===== src/rtl/dgrp_pkg.sv =====
package dgrp_pkg;

   localparam int NUM_UNITS = 7;

   // unit indices
   localparam int U_FIX  = 0;
   localparam int U_LS   = 1;
   localparam int U_FLT  = 2;
   localparam int U_CRG  = 3;
   localparam int U_VALU = 4;
   localparam int U_VPRM = 5;
   localparam int U_BR   = 6;

   typedef enum logic [3:0] {
      CL_NONE  = 4'd0,
      CL_FIX   = 4'd1,
      CL_LOAD  = 4'd2,
      CL_STORE = 4'd3,
      CL_FLT   = 4'd4,
      CL_CRG   = 4'd5,
      CL_VALU  = 4'd6,
      CL_VPRM  = 4'd7,
      CL_BR    = 4'd8
   } iclass_e;

   typedef enum logic [1:0] {
      HZ_NONE  = 2'd0,
      HZ_CLOSE = 2'd1,
      HZ_NOOP  = 2'd2
   } hz_e;

   function automatic logic [NUM_UNITS-1:0] unit_onehot(input logic [3:0] c);
      logic [NUM_UNITS-1:0] oh;
      oh = '0;
      case (c)
         CL_FIX:            oh[U_FIX]  = 1'b1;
         CL_LOAD, CL_STORE: oh[U_LS]   = 1'b1;
         CL_FLT:            oh[U_FLT]  = 1'b1;
         CL_CRG:            oh[U_CRG]  = 1'b1;
         CL_VALU:           oh[U_VALU] = 1'b1;
         CL_VPRM:           oh[U_VPRM] = 1'b1;
         CL_BR:             oh[U_BR]   = 1'b1;
         default:           oh = '0;
      endcase
      return oh;
   endfunction

endpackage


===== src/rtl/dgrp_classify.sv =====
module dgrp_classify
   import dgrp_pkg::*;
(
   input  logic [3:0]           cls,
   output logic [NUM_UNITS-1:0] unit_oh,
   output logic                 is_real,
   output logic                 is_branch,
   output logic                 is_load,
   output logic                 is_store
);
   always_comb begin
      unit_oh   = unit_onehot(cls);
      is_real   = |unit_oh;
      is_branch = (cls == CL_BR);
      is_load   = (cls == CL_LOAD);
      is_store  = (cls == CL_STORE);
   end
endmodule


===== src/rtl/dgrp_unit_counter.sv =====
module dgrp_unit_counter #(
   parameter int QUOTA = 2,
   parameter int CW    = 3
) (
   input  logic clk,
   input  logic rst,
   input  logic clear,
   input  logic inc,
   output logic at_quota
);
   if (QUOTA < 1 || QUOTA >= (1 << CW)) begin : g_bad_quota
      $error("dgrp_unit_counter: QUOTA out of range for CW");
   end

   if (QUOTA == 1) begin : g_flag
      logic used;
      always_ff @(posedge clk) begin
         if (rst || clear) used <= 1'b0;
         else if (inc)     used <= 1'b1;
      end
      assign at_quota = used;
   end else begin : g_count
      logic [CW-1:0] cnt;
      always_ff @(posedge clk) begin
         if (rst || clear)                   cnt <= '0;
         else if (inc && cnt != {CW{1'b1}})  cnt <= cnt + 1'b1;
      end
      assign at_quota = (cnt >= CW'(QUOTA));
   end
endmodule


===== src/rtl/dgrp_slot_tracker.sv =====
module dgrp_slot_tracker #(
   parameter int SLOTS = 5,
   parameter int SW    = 3
) (
   input  logic          clk,
   input  logic          rst,
   input  logic          flush,
   input  logic          step,
   output logic [SW-1:0] slots,
   output logic          at_last,
   output logic          close
);
   if (SLOTS < 2 || SLOTS > (1 << SW)) begin : g_bad_slots
      $error("dgrp_slot_tracker: SLOTS out of range for SW");
   end

   always_comb begin
      at_last = (slots == SW'(SLOTS - 1));
      close   = flush | (step & at_last);
   end

   always_ff @(posedge clk) begin
      if (rst || close) slots <= '0;
      else if (step)    slots <= slots + 1'b1;
   end
endmodule


===== src/rtl/dgrp_hazard_unit.sv =====
module dgrp_hazard_unit
   import dgrp_pkg::*;
#(
   parameter int SLOTS   = 5,
   parameter int FIX_Q   = 2,
   parameter int LS_Q    = 2,
   parameter int FLT_Q   = 2,
   parameter int CRG_Q   = 1,
   parameter int VALU_Q  = 1,
   parameter int VPRM_Q  = 1,
   localparam int SW     = $clog2(SLOTS),
   localparam int CW     = $clog2(SLOTS + 1)
) (
   input  logic          clk,
   input  logic          rst,
   input  logic [3:0]    in_class,
   input  logic          in_ctr_wr,
   input  logic          in_ctr_branch,
   input  logic          in_addr_conflict,
   input  logic          accept,
   input  logic          advance,
   output logic [1:0]    hazard,
   output logic [SW-1:0] slots_used
);
   function automatic int quota_of(input int u);
      case (u)
         U_FIX:   return FIX_Q;
         U_LS:    return LS_Q;
         U_FLT:   return FLT_Q;
         U_CRG:   return CRG_Q;
         U_VALU:  return VALU_Q;
         U_VPRM:  return VPRM_Q;
         default: return 1;
      endcase
   endfunction

   logic [NUM_UNITS-1:0] unit_oh;
   logic [NUM_UNITS-1:0] full;
   logic is_real, is_branch, is_load, is_store;
   logic take, step, flush, close, at_last;
   logic ctr_set, store_seen, quota_hit;
   hz_e  hz;

   dgrp_classify u_cls (
      .cls       (in_class),
      .unit_oh   (unit_oh),
      .is_real   (is_real),
      .is_branch (is_branch),
      .is_load   (is_load),
      .is_store  (is_store)
   );

   // commit path: accept wins over advance
   always_comb begin
      take  = accept & is_real;
      flush = take & is_branch;
      step  = (take & ~is_branch) | (advance & ~accept);
   end

   dgrp_slot_tracker #(.SLOTS(SLOTS), .SW(SW)) u_slots (
      .clk     (clk),
      .rst     (rst),
      .flush   (flush),
      .step    (step),
      .slots   (slots_used),
      .at_last (at_last),
      .close   (close)
   );

   for (genvar g = 0; g < NUM_UNITS; g++) begin : g_unit
      dgrp_unit_counter #(.QUOTA(quota_of(g)), .CW(CW)) u_cnt (
         .clk      (clk),
         .rst      (rst),
         .clear    (close),
         .inc      (take & unit_oh[g]),
         .at_quota (full[g])
      );
   end

   // per-group structural flags
   always_ff @(posedge clk) begin
      if (rst || close) begin
         ctr_set    <= 1'b0;
         store_seen <= 1'b0;
      end else if (take) begin
         ctr_set    <= ctr_set | in_ctr_wr;
         store_seen <= store_seen | is_store;
      end
   end

   assign quota_hit = |(unit_oh & full);

   always_comb begin
      hz = HZ_NONE;
      if (is_real) begin
         if (quota_hit || (at_last && !is_branch))
            hz = HZ_CLOSE;
         else if ((is_branch && in_ctr_branch && ctr_set) ||
                  (is_load && store_seen && in_addr_conflict))
            hz = HZ_NOOP;
      end
   end

   assign hazard = hz;
endmodule


===== config.mk =====
export PLATFORM = sky130hd
export DESIGN_NAME = dgrp_hazard_unit
export DESIGN_NICKNAME = d
export VERILOG_FILES = /design/src/rtl/dgrp_pkg.sv /design/src/rtl/dgrp_classify.sv /design/src/rtl/dgrp_unit_counter.sv /design/src/rtl/dgrp_slot_tracker.sv /design/src/rtl/dgrp_hazard_unit.sv
export SDC_FILE = /design/constraint.sdc
export NUM_CORES = 1
export LEC_CHECK = 0
export BUFFER_PORTS_ARGS = -buffer_cell sky130_fd_sc_hd__buf_4
export CAP_MARGIN = 20
export CORE_MARGIN = 2
export CORE_UTILIZATION = 30
export DETAILED_ROUTE_END_ITERATION = 8
export GPL_ROUTABILITY_DRIVEN = 0
export SYNTH_ARGS = -nofsm -noshare
export SYNTH_HDL_FRONTEND = slang
export SYNTH_SLANG_ARGS = --single-unit

===== constraint.sdc =====
create_clock -name clk -period 2.3 [get_ports clk]
set_clock_uncertainty 0.05 [all_clocks]
set_input_delay 0.23 -clock clk [delete_from_list [all_inputs] [get_ports clk]]
set_output_delay 0.23 -clock clk [all_outputs]
set_load 0.05 [all_outputs]

== Yosys cells after proc, flatten, opt, wreduce, memory -nomap -nowiden ==
Cells that the tools add are included.
Word-level totals
  register bits after elaboration: 18
  logic and storage cells: 73
  output and inout port bits: 5
Operators by class
  reductions and logical operators: 15
  magnitude comparators: 3
  $add $sub $neg: 4
  mux-type cells: 10
  bitwise logic cells: 19
  eq/ne operators: 12
Operator list (count)
  $eq A4 B3 Y1 const B: 4
  $reduce_or A7 Y1: 2
  $add A3 B1 Y3 const B: 4
  $and A1 B1 Y1: 12
  $ge A3 B2 Y1 const B: 3
  $ne A3 B3 Y1 const B: 3
  $eq A4 B2 Y1 const B: 2
  $logic_and A1 B1 Y1: 8
  $and A7 B7 Y7: 1
  $mux W1: 7
  $mux W2: 3
  $eq A4 B1 Y1 const B: 1
  $eq A4 B4 Y1 const B: 1
  $or A1 B1 Y1: 4
  $eq A3 B3 Y1 const B: 1
  $logic_or A1 B1 Y1: 3
  $not A1 Y1: 2
  $reduce_or A2 Y1: 1
  $logic_not A1 Y1: 1

== Longest topological paths before layout ==
  word-level depth: 10
  gate-level depth with buffers: 8
  depth with buffers taken out: 6

== Hierarchy ==
Synthesis repeated with hierarchy kept, for this count alone.
Unflattened totals
  cells, all modules: 120
  area, all modules: 1144.8 um^2
Modules (own cells, without submodules)
  dgrp_unit_counter at g_unit[0].u_cnt ...: seq. area each 60.1 um^2, cells an instance 15, area each 171.4 um^2, times used 3
  dgrp_hazard_unit: seq. area each 40.0 um^2, cells an instance 29, area each 214.0 um^2, times used 1
  dgrp_slot_tracker: seq. area each 60.1 um^2, cells an instance 18, area each 180.2 um^2, times used 1
  dgrp_unit_counter at g_unit[3].u_cnt ...: seq. area each 20.0 um^2, cells an instance 3, area each 33.8 um^2, times used 4
  dgrp_classify: seq. area each 0.0 um^2, cells an instance 16, area each 101.3 um^2, times used 1

== Worst setup path after synthesis ==
OpenSTA, ideal clock, no wires.
  path type: register to output
  start point: register u_slots.slots[0]
  end point: output port hazard[1]
  required time: 2020 ps
  arrival: 2523 ps
  cell stages (with the launch flop): 7
  setup slack: -503 ps
  path through: dfxtp_1 > inv_1 > ha_1 > nand2_1 > mux2i_1 > a311oi_1 > nor3b_1
On the way
  longest elaborated chain between the ends: 5
RTL lines
  start: declaration: RTL line dgrp_slot_tracker.sv:9  | output logic [SW-1:0] slots,
  start signal: assignment: RTL line dgrp_slot_tracker.sv:24  | else if (step) slots <= slots + 1'b1;
  $eq A3 B3 Y1: RTL line dgrp_slot_tracker.sv:18  | at_last = (slots == SW'(SLOTS - 1));
  $logic_and A1 B1 Y1: RTL line dgrp_hazard_unit.sv:96  | if (quota_hit || (at_last && !is_branch))
  $logic_or A1 B1 Y1: RTL line dgrp_hazard_unit.sv:96
  $mux W2: RTL line dgrp_hazard_unit.sv:96
  $mux W2: RTL line dgrp_hazard_unit.sv:95  | if (is_real) begin
  end: declaration: RTL line dgrp_hazard_unit.sv:22  | output logic [1:0] hazard,
Every way passes these cells.

== Final worst setup path ==
  start point: register g_unit[0].u_cnt.g_count.cnt[0]
  end point: output port hazard[1]
On the way
  longest elaborated chain between the ends: 6
RTL lines
  start: declaration: RTL line dgrp_unit_counter.sv:23  | logic [CW-1:0] cnt;
  start signal: assignment: RTL line dgrp_unit_counter.sv:26  | else if (inc && cnt != {CW{1'b1}}) cnt <= cnt + 1'b1;
  $ge A3 B2 Y1: RTL line dgrp_unit_counter.sv:28  | assign at_quota = (cnt >= CW'(QUOTA));
  $and A7 B7 Y7: RTL line dgrp_hazard_unit.sv:91  | assign quota_hit = |(unit_oh & full);
  $reduce_or A7 Y1: RTL line dgrp_hazard_unit.sv:91
  $logic_or A1 B1 Y1: RTL line dgrp_hazard_unit.sv:96
  $mux W2: RTL line dgrp_hazard_unit.sv:96
  $mux W2: RTL line dgrp_hazard_unit.sv:95
Every way passes these cells.

==> results.sh <==
export IMPL_rows=20
export IMPL_drtPass1Iterations=4
export IMPL_power_density_nw_per_um2=509
export IMPL_synth_top_area_cell="dfxtp_1"
export IMPL_hold_violations=0
export IMPL_cp_arrival_ns=1.86
export IMPL_critPathLaunchType="flip-flop"
export IMPL_syn_area_per_cell_um2=9.34
export IMPL_gr_total_overflow=0
export IMPL_switchingPower_mw=0.159
export IMPL_slew_headroom_pct=64.6
export IMPL_viasPerCell=4.75
export IMPL_finalCritPeriodShare_pct=93.0
export IMPL_hold_class="in -> reg"
export IMPL_coreArea_um2=3100
export IMPL_floorplan_initialDensity_pct=32.2
export IMPL_grt_first_pass_wirelength_mm=3.33
export IMPL_yosys_top_cells_count="dfxtp_1, nor2_1, ha_1, inv_1, mux2i_1"
export IMPL_p_leak_nw=0.548
export IMPL_finalInstanceArea_um2=1210
export IMPL_placed_area_um2=1170
export IMPL_seq_area_frac_synth_pct=36.0
export IMPL_cts_tree="yes"
export IMPL_wire_per_inst_um=11.7
export IMPL_final_antenna_net_count=0
export IMPL_clock_sinks=18
export IMPL_pre_cts_ws_ns=0.346
export IMPL_synth_seq_cells=18
export IMPL_syn_inst=107
export IMPL_remaining_drc_errors=0
export IMPL_synth_cell_types=39
export IMPL_rsz0062_at_grt="false"
export IMPL_die_h_um=61.7
export IMPL_drt_initial_drc_count=33
export IMPL_cp_cell_sequence="inv_1, ha_1, nor3_1, nor2_1, a311oi_2, nor3b_4, buf_6"
export IMPL_finalNonFillerCells=167
export IMPL_synth_net_count=127
export IMPL_portBuffers=15
export IMPL_worst_pin_slew_ns=0.531
export IMPL_period_needed_ns=2.14
export IMPL_grt_pass1_vias=769
export IMPL_dp_cells=163
export IMPL_via_count=794
export IMPL_ys_top_cells_by_area="dfxtp_1, ha_1, mux2i_1"
export IMPL_crit_family="simple AND/OR/NAND/NOR gates"
export IMPL_post_dp_hpwl_mm=1.54
export IMPL_switching_share_pct=25.7
export IMPL_synth_edf_count=0
export IMPL_io_pins=16
export IMPL_setup_ws_ns=0.161
export IMPL_reg2reg_slack_ns=0.69
export IMPL_synth_top_area_share_pct=36.0
export IMPL_synth_area_um2=1000
export IMPL_async_flop_share_pct=0
export IMPL_drv_slew=0
export IMPL_cp_max_fo=2
export IMPL_yosysMostFrequentCell="dfxtp_1"
export IMPL_grt_usage_pct=11.8
export IMPL_critPathMaxStageDelay_ns=0.36
export IMPL_cpMaxStageDelayCell="dfxtp_1"
export IMPL_yosys_warnings=0
export IMPL_htree_levels=1
export IMPL_die_area_um2=3810
export IMPL_grt_max_degree=12
export IMPL_drive_gt1_share_pct=24.4
export IMPL_synth_ff_type="dfxtp_1"
export IMPL_cts_reportedPaths_clkPinSlew_ns=0.11
export IMPL_worst_ep_required_time_ns=2.02
export IMPL_fin_tns_setup_ns=0
export IMPL_area_delta_synth_final_pct=21.4
export IMPL_outcome="completed"
export IMPL_seqPwrFrac_pct=52.9
export IMPL_die_w_um=61.7
export IMPL_ir_drop_mv=0.202
export IMPL_fmax_ghz=0.468
export IMPL_cts_root_buf="clkbuf_4"
export IMPL_wl_mm=1.95
export IMPL_comb_power_share_pct=16.0
export IMPL_critPathKind="reg -> out"
export IMPL_maxCapViolations=0
export IMPL_setup_viol=0
export IMPL_pwr_share_clk_pct=31.1
export IMPL_nNetsFinal=144
export IMPL_cts_buffer_depth=2
export IMPL_clk_latency_ns=0.28
export IMPL_cp_buffers_inverters=2
export IMPL_power_internal_mw=0.459
export IMPL_antenna_found_initial=0
export IMPL_crit_path_end_kind="primary output"
export IMPL_num_antenna_cells=0
export IMPL_numCtsBuffers=3
cells in the final DEF, fill, tap and decap left out, types with 2 or more instances in the layout:
| master | count |
|---|---|
| clkbuf_4 | 3 |
| nor3_1 | 2 |
| nor2_1 | 17 |
| a31oi_1 | 2 |
| ha_1 | 9 |
| dfxtp_1 | 18 |
| inv_1 | 8 |
| xnor2_1 | 3 |
| mux2i_1 | 7 |
| nand2_1 | 4 |
| xor2_1 | 2 |
| buf_4 | 17 |
| a41oi_1 | 4 |
routing by layer:
metal  global-route usage, %  wire length [um]  share of wire (%)  vias to the layer above
met5                       0                 0                  0                        -
met4                    1.82                 0                  0                        0
met3                    4.35                48                2.5                        0
met2                    20.6               941                 48                        8
met1                    14.2               963                 49                      381
li1                        -                 -                  -                      405
state kept, by name, indices dropped and copies added (netlist names):
register,count
g_unit.u_cnt.at_quota,4
g_unit.u_cnt.g_count.cnt,9
ctr_set,1
store_seen,1
u_slots.slots,3
final timing paths:
kind	from	end	cells after the start
worst max-delay path	g_unit[0].u_cnt.g_count.cnt[0]	hazard[1]	7
worst min-delay path	in_ctr_wr	ctr_set	4
worst max register to register	g_unit[0].u_cnt.g_count.cnt[1]	g_unit[0].u_cnt.g_count.cnt[1]	5
worst min register to register	g_unit[6].u_cnt.at_quota	g_unit[6].u_cnt.at_quota	2
kinds of logic (layout without fill, tap and decap cells):
family | Yosys count | count (layout) | synth area share (%)
AO/OA/AOI/OAI | 16 | 16 | 12.8
XOR/XNOR | 5 | 5 | 4.38
adder cells (fa/ha/maj) | 9 | 9 | 11.3
buffers and inverters | 14 | 30 | 6.38
flip-flops | 18 | 18 | 36.0
multiplexers | 8 | 8 | 8.14
AND/OR/NAND/NOR | 37 | 37 | 21.0
area by class of cell:
| cell class | instances | area (um2) |
|---|---|---|
| tap | 44 | 55.1 |
| fill | 331 | 1890 |
| inverter | 8 | 30.0 |
| sequential | 18 | 360 |
| multi-input combinational | 75 | 593 |
| clock buffer | 4 | 36.3 |
| timing repair buffer | 18 | 139 |
stage by stage:
step | power (mW) | util (%) | hold WS [ns]
2_1_floorplan | 0.398 | - | 0.365
3_3_place_gp | 0.430 | 37.6 | 0.384
3_5_place_dp | 0.432 | 37.6 | 0.393
4_1_cts | 0.632 | 38.8 | 0.205
5_1_grt | 0.655 | 39.1 | 0.227
6_report | 0.617 | 39.1 | 0.219
power by group through the flow:
stage	logic, mW	registers [mW]	clock network, mW
after global routing	0.107	0.328	0.219
after floorplan	0.0515	0.347	0
after CTS	0.0989	0.327	0.206
after detailed placement	0.0982	0.334	0
final	0.0987	0.326	0.192
after global placement	0.0969	0.333	0
tightest hold or removal path, stage by stage:
cell,delay [ns]
buf_4,0.11
nand2_1,0.05
o21ba_1,0.11
nor2_1,0.03
timing repair:
item	in CTS	in global routing
hold buffers	0	0
resized for setup	0	2
buffers inserted	0	0
endpoints found under the setup margin	0	2
Power figures use the tool's default switching activity.
